<file path="src/rtl/qtu_pkg.sv">
package qtu_pkg;

    typedef struct packed {
        logic       en;
        logic       periodic;
        logic [1:0] pre_sel;
        logic       wide;
        logic       oneshot;
    } qtu_ctrl_t;

    typedef enum logic [1:0] {
        SUB_START  = 2'd0,
        SUB_COUNT  = 2'd1,
        SUB_CTRL   = 2'd2,
        SUB_RELOAD = 2'd3
    } qtu_sub_e;

    typedef enum logic [1:0] {
        CMN_MASK   = 2'd0,
        CMN_RAW    = 2'd1,
        CMN_MASKED = 2'd2,
        CMN_CLEAR  = 2'd3
    } qtu_cmn_e;

    function automatic qtu_ctrl_t qtu_ctrl_unpack(input logic [7:0] b);
        qtu_ctrl_t c;
        c.en       = b[7];
        c.periodic = b[6];
        c.pre_sel  = b[3:2];
        c.wide     = b[1];
        c.oneshot  = b[0];
        return c;
    endfunction

    function automatic logic [7:0] qtu_ctrl_pack(input qtu_ctrl_t c);
        return {c.en, c.periodic, 2'b00, c.pre_sel, c.wide, c.oneshot};
    endfunction

endpackage

</file>
<file path="src/rtl/qtu_channel.sv">
module qtu_channel
    import qtu_pkg::*;
#(
    parameter int DATA_W   = 32,
    parameter int NARROW_W = 16,
    parameter int DIV_MID  = 16,
    parameter int DIV_HIGH = 256
) (
    input  logic              clk,
    input  logic              rst_n,
    input  logic              start_we,
    input  logic              reload_we,
    input  logic              ctrl_we,
    input  logic [DATA_W-1:0] wdata,
    output logic [DATA_W-1:0] start_o,
    output logic [DATA_W-1:0] reload_o,
    output logic [DATA_W-1:0] count_o,
    output logic [7:0]        ctrl_o,
    output logic              zero_evt_o
);
    localparam int PRE_W = $clog2(DIV_HIGH);

    typedef struct packed {
        qtu_ctrl_t         ctrl;
        logic [DATA_W-1:0] start;
        logic [DATA_W-1:0] reload;
        logic [DATA_W-1:0] cnt;
        logic [PRE_W-1:0]  pre;
    } chan_state_t;

    chan_state_t s_d, s_q;
    logic [DATA_W-1:0] width_mask;
    logic [DATA_W-1:0] cur;
    logic [PRE_W-1:0]  pre_top;
    logic              tick;
    qtu_ctrl_t         new_ctrl;

    always_comb begin
        s_d        = s_q;
        zero_evt_o = 1'b0;
        width_mask = s_q.ctrl.wide ? {DATA_W{1'b1}} : DATA_W'({NARROW_W{1'b1}});
        case (s_q.ctrl.pre_sel)
            2'b00:   pre_top = '0;
            2'b01:   pre_top = PRE_W'(DIV_MID - 1);
            default: pre_top = PRE_W'(DIV_HIGH - 1);
        endcase
        tick     = s_q.ctrl.en && (s_q.pre == pre_top);
        cur      = s_q.cnt & width_mask;
        new_ctrl = qtu_ctrl_unpack(wdata[7:0]);

        if (s_q.ctrl.en) begin
            s_d.pre = tick ? '0 : s_q.pre + 1'b1;
        end

        if (tick) begin
            if (cur == '0) begin
                if (s_q.ctrl.oneshot) begin
                    s_d.cnt = cur;
                end else if (s_q.ctrl.periodic) begin
                    s_d.cnt = s_q.reload & width_mask;
                end else begin
                    s_d.cnt = width_mask;
                end
            end else begin
                s_d.cnt    = cur - 1'b1;
                zero_evt_o = (cur == DATA_W'(1)) && !start_we;
            end
        end

        if (ctrl_we) begin
            s_d.ctrl = new_ctrl;
            if (!(new_ctrl.en && s_q.ctrl.en)) begin
                s_d.pre = '0;
            end
        end
        if (reload_we) begin
            s_d.reload = wdata;
        end
        if (start_we) begin
            s_d.start = wdata;
            s_d.cnt   = wdata & width_mask;
            s_d.pre   = '0;
        end
    end

    always_ff @(posedge clk) begin
        if (!rst_n) begin
            s_q <= '0;
        end else begin
            s_q <= s_d;
        end
    end

    assign start_o  = s_q.start;
    assign reload_o = s_q.reload;
    assign count_o  = s_q.cnt & width_mask;
    assign ctrl_o   = qtu_ctrl_pack(s_q.ctrl);

endmodule

</file>
<file path="src/rtl/qtu_irq_block.sv">
module qtu_irq_block #(
    parameter int N_CH = 4
) (
    input  logic            clk,
    input  logic            rst_n,
    input  logic [N_CH-1:0] evt_i,
    input  logic            mask_we,
    input  logic            clr_we,
    input  logic [N_CH-1:0] wdata_i,
    output logic [N_CH-1:0] mask_o,
    output logic [N_CH-1:0] raw_o,
    output logic            irq_o
);
    typedef struct packed {
        logic [N_CH-1:0] mask;
        logic [N_CH-1:0] raw;
    } irq_state_t;

    irq_state_t s_d, s_q;

    always_comb begin
        s_d = s_q;
        if (mask_we) begin
            s_d.mask = wdata_i;
        end
        s_d.raw = (s_q.raw & ~(clr_we ? wdata_i : '0)) | evt_i;
    end

    always_ff @(posedge clk) begin
        if (!rst_n) begin
            s_q <= '0;
        end else begin
            s_q <= s_d;
        end
    end

    assign mask_o = s_q.mask;
    assign raw_o  = s_q.raw;
    assign irq_o  = |(s_q.raw & s_q.mask);

endmodule

</file>
<file path="src/rtl/qtimer_unit.sv">
module qtimer_unit
    import qtu_pkg::*;
#(
    parameter int N_CH   = 4,
    parameter int DATA_W = 32,
    parameter int ADDR_W = 8
) (
    input  logic              clk,
    input  logic              rst_n,
    input  logic [ADDR_W-1:0] bus_addr,
    input  logic              bus_we,
    input  logic [DATA_W-1:0] bus_wdata,
    output logic [DATA_W-1:0] bus_rdata,
    output logic              irq_out
);
    localparam int SLOT_W = ADDR_W - 4;

    typedef struct packed {
        logic [DATA_W-1:0] rdata;
    } top_state_t;

    top_state_t s_d, s_q;

    logic [SLOT_W-1:0]              slot;
    logic                           aligned;
    logic                           cmn_hit;
    qtu_sub_e                       sub;
    qtu_cmn_e                       cmn;
    logic [N_CH-1:0]                ch_hit;
    logic [N_CH-1:0]                st_we, rl_we, ct_we, ch_evt;
    logic [N_CH-1:0][DATA_W-1:0]    ch_start, ch_reload, ch_count;
    logic [N_CH-1:0][7:0]           ch_ctrl;
    logic [N_CH-1:0]                irq_mask, irq_raw;

    assign slot    = bus_addr[ADDR_W-1:4];
    assign aligned = (bus_addr[1:0] == 2'b00);
    assign cmn_hit = aligned && (slot == '0);
    assign sub     = qtu_sub_e'(bus_addr[3:2]);
    assign cmn     = qtu_cmn_e'(bus_addr[3:2]);

    for (genvar i = 0; i < N_CH; i++) begin : g_ch
        assign ch_hit[i] = aligned && (slot == SLOT_W'(i + 1));
        assign st_we[i]  = bus_we && ch_hit[i] && (sub == SUB_START);
        assign rl_we[i]  = bus_we && ch_hit[i] && (sub == SUB_RELOAD);
        assign ct_we[i]  = bus_we && ch_hit[i] && (sub == SUB_CTRL);

        qtu_channel #(.DATA_W(DATA_W)) u_chan (
            .clk        (clk),
            .rst_n      (rst_n),
            .start_we   (st_we[i]),
            .reload_we  (rl_we[i]),
            .ctrl_we    (ct_we[i]),
            .wdata      (bus_wdata),
            .start_o    (ch_start[i]),
            .reload_o   (ch_reload[i]),
            .count_o    (ch_count[i]),
            .ctrl_o     (ch_ctrl[i]),
            .zero_evt_o (ch_evt[i])
        );
    end

    qtu_irq_block #(.N_CH(N_CH)) u_irq (
        .clk     (clk),
        .rst_n   (rst_n),
        .evt_i   (ch_evt),
        .mask_we (bus_we && cmn_hit && (cmn == CMN_MASK)),
        .clr_we  (bus_we && cmn_hit && (cmn == CMN_CLEAR)),
        .wdata_i (bus_wdata[N_CH-1:0]),
        .mask_o  (irq_mask),
        .raw_o   (irq_raw),
        .irq_o   (irq_out)
    );

    always_comb begin
        s_d.rdata = '0;
        if (cmn_hit) begin
            case (cmn)
                CMN_MASK:   s_d.rdata = DATA_W'(irq_mask);
                CMN_RAW:    s_d.rdata = DATA_W'(irq_raw);
                CMN_MASKED: s_d.rdata = DATA_W'(irq_raw & irq_mask);
                default:    s_d.rdata = '0;
            endcase
        end
        for (int i = 0; i < N_CH; i++) begin
            if (ch_hit[i]) begin
                case (sub)
                    SUB_START:  s_d.rdata = ch_start[i];
                    SUB_COUNT:  s_d.rdata = ch_count[i];
                    SUB_CTRL:   s_d.rdata = DATA_W'(ch_ctrl[i]);
                    default:    s_d.rdata = ch_reload[i];
                endcase
            end
        end
    end

    always_ff @(posedge clk) begin
        if (!rst_n) begin
            s_q <= '0;
        end else begin
            s_q <= s_d;
        end
    end

    assign bus_rdata = s_q.rdata;

endmodule

</file>
<file path="config.mk">
export PLATFORM = sky130hd
export DESIGN_NAME = qtimer_unit
export DESIGN_NICKNAME = d
export VERILOG_FILES = /design/src/rtl/qtu_pkg.sv /design/src/rtl/qtu_channel.sv /design/src/rtl/qtu_irq_block.sv /design/src/rtl/qtimer_unit.sv
export SDC_FILE = /design/constraint.sdc
export NUM_CORES = 2
export LEC_CHECK = 0
export ABC_AREA = 1
export BUFFER_PORTS_ARGS = -buffer_cell sky130_fd_sc_hd__clkbuf_2
export CAP_MARGIN = 20
export CORE_MARGIN = 2
export CORE_UTILIZATION = 51
export CTS_CLUSTER_DIAMETER = 100
export DETAILED_ROUTE_END_ITERATION = 10
export GPL_TIMING_DRIVEN = 0
export PLACE_DENSITY = 0.67
export SYNTH_ARGS = -nofsm -noshare
export SYNTH_HDL_FRONTEND = slang
export SYNTH_HIERARCHICAL = 1
export SYNTH_SLANG_ARGS = --single-unit
</file>
<file path="constraint.sdc">
create_clock -name clk -period 5 [get_ports clk]
set_input_delay 0.5 -clock clk [delete_from_list [all_inputs] [get_ports clk]]
set_output_delay 0.5 -clock clk [all_outputs]
set_load 0.01 [all_outputs]
</file>
* After elaboration in Yosys (flattened, before gate mapping)
Cells that the tools add are included.
** Storage, ports and cells
- Flip-flop bits (word level) :: 480
- Output and inout port bits :: 33
** Operators by class
- Multiplexer cells :: 63
- $add $sub $neg :: 8
- Bitwise operators :: 18
- Eq/ne operators :: 19
- Reductions and logical operators :: 60
** Operators by type and width (count)
- $mux 32 :: 24
- $and 32x32->32 :: 12
- $pmux 32 s3 :: 4
- $mux 40 :: 4
- $eq 32x1->1 const B :: 4
- $logic_not 32->1 :: 4
- $mux 8 :: 16
- $sub 32x1->32 const B :: 4
- $pmux 8 s2 :: 4
- $logic_and 1x1->1 :: 36
- $add 8x1->8 const B :: 4
- $eq 8x8->1 :: 4
- $and 4x4->4 :: 3
- $logic_not 2->1 :: 6
- $pmux 4 s3 :: 1
- $eq 2x1->1 const B :: 5
- $eq 4x2->1 const B :: 2
- $mux 1 :: 8
- $mux 4 :: 2
- $reduce_bool 2->1 :: 4
- $reduce_or 2->1 :: 4
- $eq 2x2->1 const B :: 2
- $eq 4x1->1 const B :: 1
- $eq 4x3->1 const B :: 1
- other kinds (6) :: 9

* Depth between registers and ports, before layout
- Depth in word-level cells :: 9
- Gate-level depth with buffers :: 15

* Cells and area by module
The synthesis kept the hierarchy.
** By module, submodules not included
- qtu_channel :: times used 4, area each 6593.8 µm², cells an instance 1004, sequential area each 2202.1 µm²
- qtimer_unit :: times used 1, area each 4376.7 µm², cells an instance 921, sequential area each 640.6 µm²
- qtu_irq_block :: times used 1, area each 304.0 µm², cells an instance 43, sequential area each 160.2 µm²

* Least setup slack after synthesis
OpenSTA, ideal clock, no wires.
- Path type :: in2reg
- Start :: input bus_addr[1]
- End :: register g_ch[1].u_chan/s_q[19] (netlist name)
- Library setup time :: 0.115 ns
- Cell stages on the path :: 14
- Arrival :: 2.485 ns
- Data required time :: 4.885 ns
- Path slack :: 2.401 ns
- Path through :: nor2_2 nand3_1 nor2_1 buf_2 nand2_1 nor2_1 clkbuf_1 inv_2 nand2_1 buf_4 buf_2 nand3_1 a21oi_1 nor2_1
** Between the ends
- Longest elaborated chain between the ends :: 5
** Ends and longest elaborated chain
- start, declared :: RTL line qtimer_unit.sv:10 : input logic [ADDR_W-1:0] bus_addr,
- $logic_not 2->1 * :: RTL line qtimer_unit.sv:36 : assign aligned = (bus_addr[1:0] == 2'b00);
- $logic_and 1x1->1 * :: RTL line qtimer_unit.sv:42 : assign ch_hit[i] = aligned && (slot == SLOT_W'(i + 1));
- $logic_and 1x1->1 * (2 in series) :: RTL line qtimer_unit.sv:43 : assign st_we[i] = bus_we && ch_hit[i] && (sub == SUB_START);
- via st_we[1] :: RTL line qtimer_unit.sv:30 : logic [N_CH-1:0] st_we, rl_we, ct_we, ch_evt;
- $mux 40 / $reduce_bool 2->1 (equally long branches)
- end signal, assigned :: RTL line qtu_channel.sv:88 : s_q <= '0;
- end signal, assigned :: RTL line qtu_channel.sv:90 : s_q <= s_d;
- end, declared :: RTL line qtu_channel.sv:31 : chan_state_t s_d, s_q;
The timed path passes the listed nets; every way through them passes the cells marked *.
A chain may end at the register's enable or synchronous reset.

* Worst setup path in the final report
- Start :: input bus_addr[1]
- End :: register g_ch[1].u_chan/s_q[21] (netlist name)
The elaborated chain is that of the path after synthesis.

==> flow_summary.yaml <==
sta:
  hold_viol: 0
  fin_crit_ns: 3.99
  setup_ws_ns: 1.01
  rsz0062_at_grt: "false"
  drv_slew: 0
  finClkSkew_ns: 0.0198
  period_share_pct: 79.8
  finalSetupViolCount: 0
  fin_setup_tns_ns: 0
  relSlewSlack_pct: 36.4
  clock.fmax_mhz: 251
  tightest_slew_ns: 0.950
clock_network:
  path_clk_slew_ns: 0.06
  clkSinkCount: 480
  cts_resized: 0
  cts-root-buf: "clkbuf_16"
  worstSkewPairLatency_ns: 0.64
  cts_tree: "yes"
  htreeDepth: 2
  cts_buffers: 55
  postCtsHoldBufs: 0
  cts.path.max_buffers: 3
  post_cts_buffers: 0
die:
  initial_core_util_pct: 51.5
  coreArea_sq_um: 60200
  die_area_sq_um: 62900
  io_pins: 76
  die_h_um: 251
  die_x_um: 251
  num_rows: 90
place:
  gp_congestion: 1.06
  dp.final_hpwl_um: 101000
  place_ws_ns: 0.630
  io_buffers: 75
power:
  pwr-share-seq_pct: 42.4
  irDropWorstVdd_mv: 0.265
  total_power_mw: 9.06
  p_sw_mw: 2.33
  p_per_area_nw_per_um2: 263
  leakagePower_nw: 17.0
  clockPowerShare_pct: 49.4
  combPwrFrac_pct: 8.2
  p_int_mw: 6.74
  swShare_pct: 25.7
setup_path:
  crit_end: "g_ch[1].u_chan/s_q[21]$_SDFFE_PN0P_"
  r2r_slack_ns: 2.39
  rr_worst_depth: 10
  endpoint_kind: "flop"
  crit_arrival_ns: 4.51
  path_class: "primary input to flop"
  cp-start-kind: "primary input"
  cp-startpoint: "bus_addr[1]"
  critPathRequiredTime_ns: 5.52
  cp_max_fo: 10
  r2r_end: "g_ch[0].u_chan/s_q[21]$_SDFFE_PN0P_"
  regToRegStartpoint: "g_ch[0].u_chan/s_q[8]$_SDFFE_PN0P_"
layout:
  syn_to_final_growth_pct: 10.9
  mostFrequentLayoutCells: "nand2_1 (1365), nor2_1 (658), dfxtp_1 (480), o21ai_0 (442), nand3_1 (373)"
  nNetsFinal: 5172
  final_common_cell: "nand2_1"
  layout-drive-gt1-share_pct: 14.3
logic_synthesis:
  syn_inst: 4980
  synth_edf_count: 0
  synth_ff_type: "dfxtp_1"
  ys_seq_area_share_pct: 30.9
  yosysTopAreaCell: "dfxtp_1"
  synth-async-reset-ratio_pct: 0
  yosysTopAreaCellShare_pct: 30.9
  synth-seq-cells: 480
  netlist_area_sq_um: 31100
  synth_area_leaders: "dfxtp_1 (31%), nand2_1 (16%), buf_4 (8.8%)"
  avgSynthCellArea_sq_um: 6.24
  yosysWarningCount: 6
  synth_cell_types: 36
routing:
  wirelength_um: 134000
  drt-wirelength-per-cell_um: 22.6
  avgViaCountPerCell: 5.73
  ant_nets: 0
  drc: 0
  dr.pass1.iters: 6
  first_iter_violations: 4577
  vias: 34100
global_route:
  grt_start_max_net_pins: 20
  grt_pass1_wl_um: 196000
  grt_overflow: 0
  grt_pass1_vias: 30600
  antenna_found_initial: 4
  track_usage_pct: 41.6
hold_path:
  hp-class: "primary input to flop"
run:
  drv_cap: 0
outcome:
  status: "complete, no violations"
-- cells in the mapped netlist, types with 42 or more instances --
library cell  instances
o21ai_1              72
nand2_2              62
inv_1               261
dfxtp_1             480
clkbuf_1            150
a21oi_1             284
nor3_1               42
o21ai_0             442
buf_4               362
nand2_1            1365
a31oi_1              72
xor2_1               56
nand4_1              58
nor2_1              658
nand3_1             373
buf_2                47
-- cell families (layout without fill, tap and decap cells) --
logic type      Yosys count  count (layout)  share of synthesized area, %
buf+inv                 897            1072                          16.0
compound gates          903             903                          15.1
other cells               4              11                        0.0483
simple gates           2616            2616                          35.5
fa+ha+maj                12              12                         0.483
flops                   480             480                          30.9
xor+xnor                 68              68                          1.92
-- per-stage QoR --
step                cell area (sq um)  hold WS (ns)  utilization (%)  std cells
floorplan                       31100         0.420                -       4984
global placement                32400         0.429             53.8       5841
detailed placement              32400         0.433             53.9       5842
CTS                             34400         0.401             57.1       5941
global route                    34400         0.428             57.1       5941
finish                          34400         0.445             57.2       5944
-- worst min path at each step --
| stage | from | end | slack [ns] | cells after the start |
|---|---|---|---|---|
| finish | bus_wdata[5] | g_ch[2].u_chan/reload_o[5]$_SDFFE_PN0P_ | 0.44 | 3 |
| global route | bus_wdata[5] | g_ch[0].u_chan/reload_o[5]$_SDFFE_PN0P_ | 0.43 | 3 |
| CTS | bus_wdata[5] | g_ch[3].u_chan/reload_o[5]$_SDFFE_PN0P_ | 0.40 | 3 |
| detailed placement | g_ch[1].u_chan/start_o[31]$_SDFFE_PN0P_ | g_ch[1].u_chan/start_o[31]$_SDFFE_PN0P_ | 0.43 | 2 |
| global placement | g_ch[1].u_chan/start_o[26]$_SDFFE_PN0P_ | g_ch[1].u_chan/start_o[26]$_SDFFE_PN0P_ | 0.43 | 2 |
| floorplan | g_ch[0].u_chan/start_o[16]$_SDFFE_PN0P_ | g_ch[0].u_chan/start_o[16]$_SDFFE_PN0P_ | 0.42 | 2 |
-- flip-flops by register name, summed over array words and instances (netlist names) --
| signal | flops |
|---|---|
| bus_rdata | 32 |
| u_irq/raw_o | 4 |
| u_irq/mask_o | 4 |
| g_ch.u_chan/s_q | 160 |
| g_ch.u_chan/start_o | 128 |
| g_ch.u_chan/ctrl_o | 24 |
| g_ch.u_chan/reload_o | 128 |
-- layer usage --
layer | up-vias | track usage [%] | part of all wire (%)
met2 | 1935 | 62.1 | 42
li1 | 16100 | - | -
met5 | - | 0 | 0.042
met4 | 8 | 24.3 | 6.8
met1 | 15600 | 55.7 | 40
met3 | 434 | 8.17 | 11
-- area by class of cell --
type / count / area (sq um)
well taps: 782 / 978
clock inverters: 21 / 345
flip-flops and latches: 480 / 9610
inverters: 296 / 1110
clock buffers: 78 / 1640
multi-input cells: 3607 / 16500
plain buffers: 601 / 3850
repair buffers: 76 / 395
diodes: 3 / 7.51
fillers: 6300 / 25800
-- critical path, cell delays in order --
cell	delay, ns
clkbuf_2	0.09
nor2_2	0.44
nand3_1	0.19
nor2_1	0.52
buf_2	0.36
nand2_1	0.13
nor2_1	0.29
clkbuf_1	0.63
inv_2	0.25
nand2_1	0.25
buf_4	0.24
buf_2	0.25
nand3_1	0.13
a21oi_1	0.18
nor2_1	0.05
-- power by group through the flow --
stage | Clock (mW) | Sequential, mW | Combinational, mW
6_report | 4.48 | 3.84 | 0.739
5_1_grt | 4.65 | 3.84 | 0.770
4_1_cts | 4.51 | 3.84 | 0.704
3_5_place_dp | 0 | 3.93 | 0.701
3_3_place_gp | 0 | 3.93 | 0.700
2_1_floorplan | 0 | 3.92 | 0.380
No activity file was read; power rests on OpenSTA's default activity.
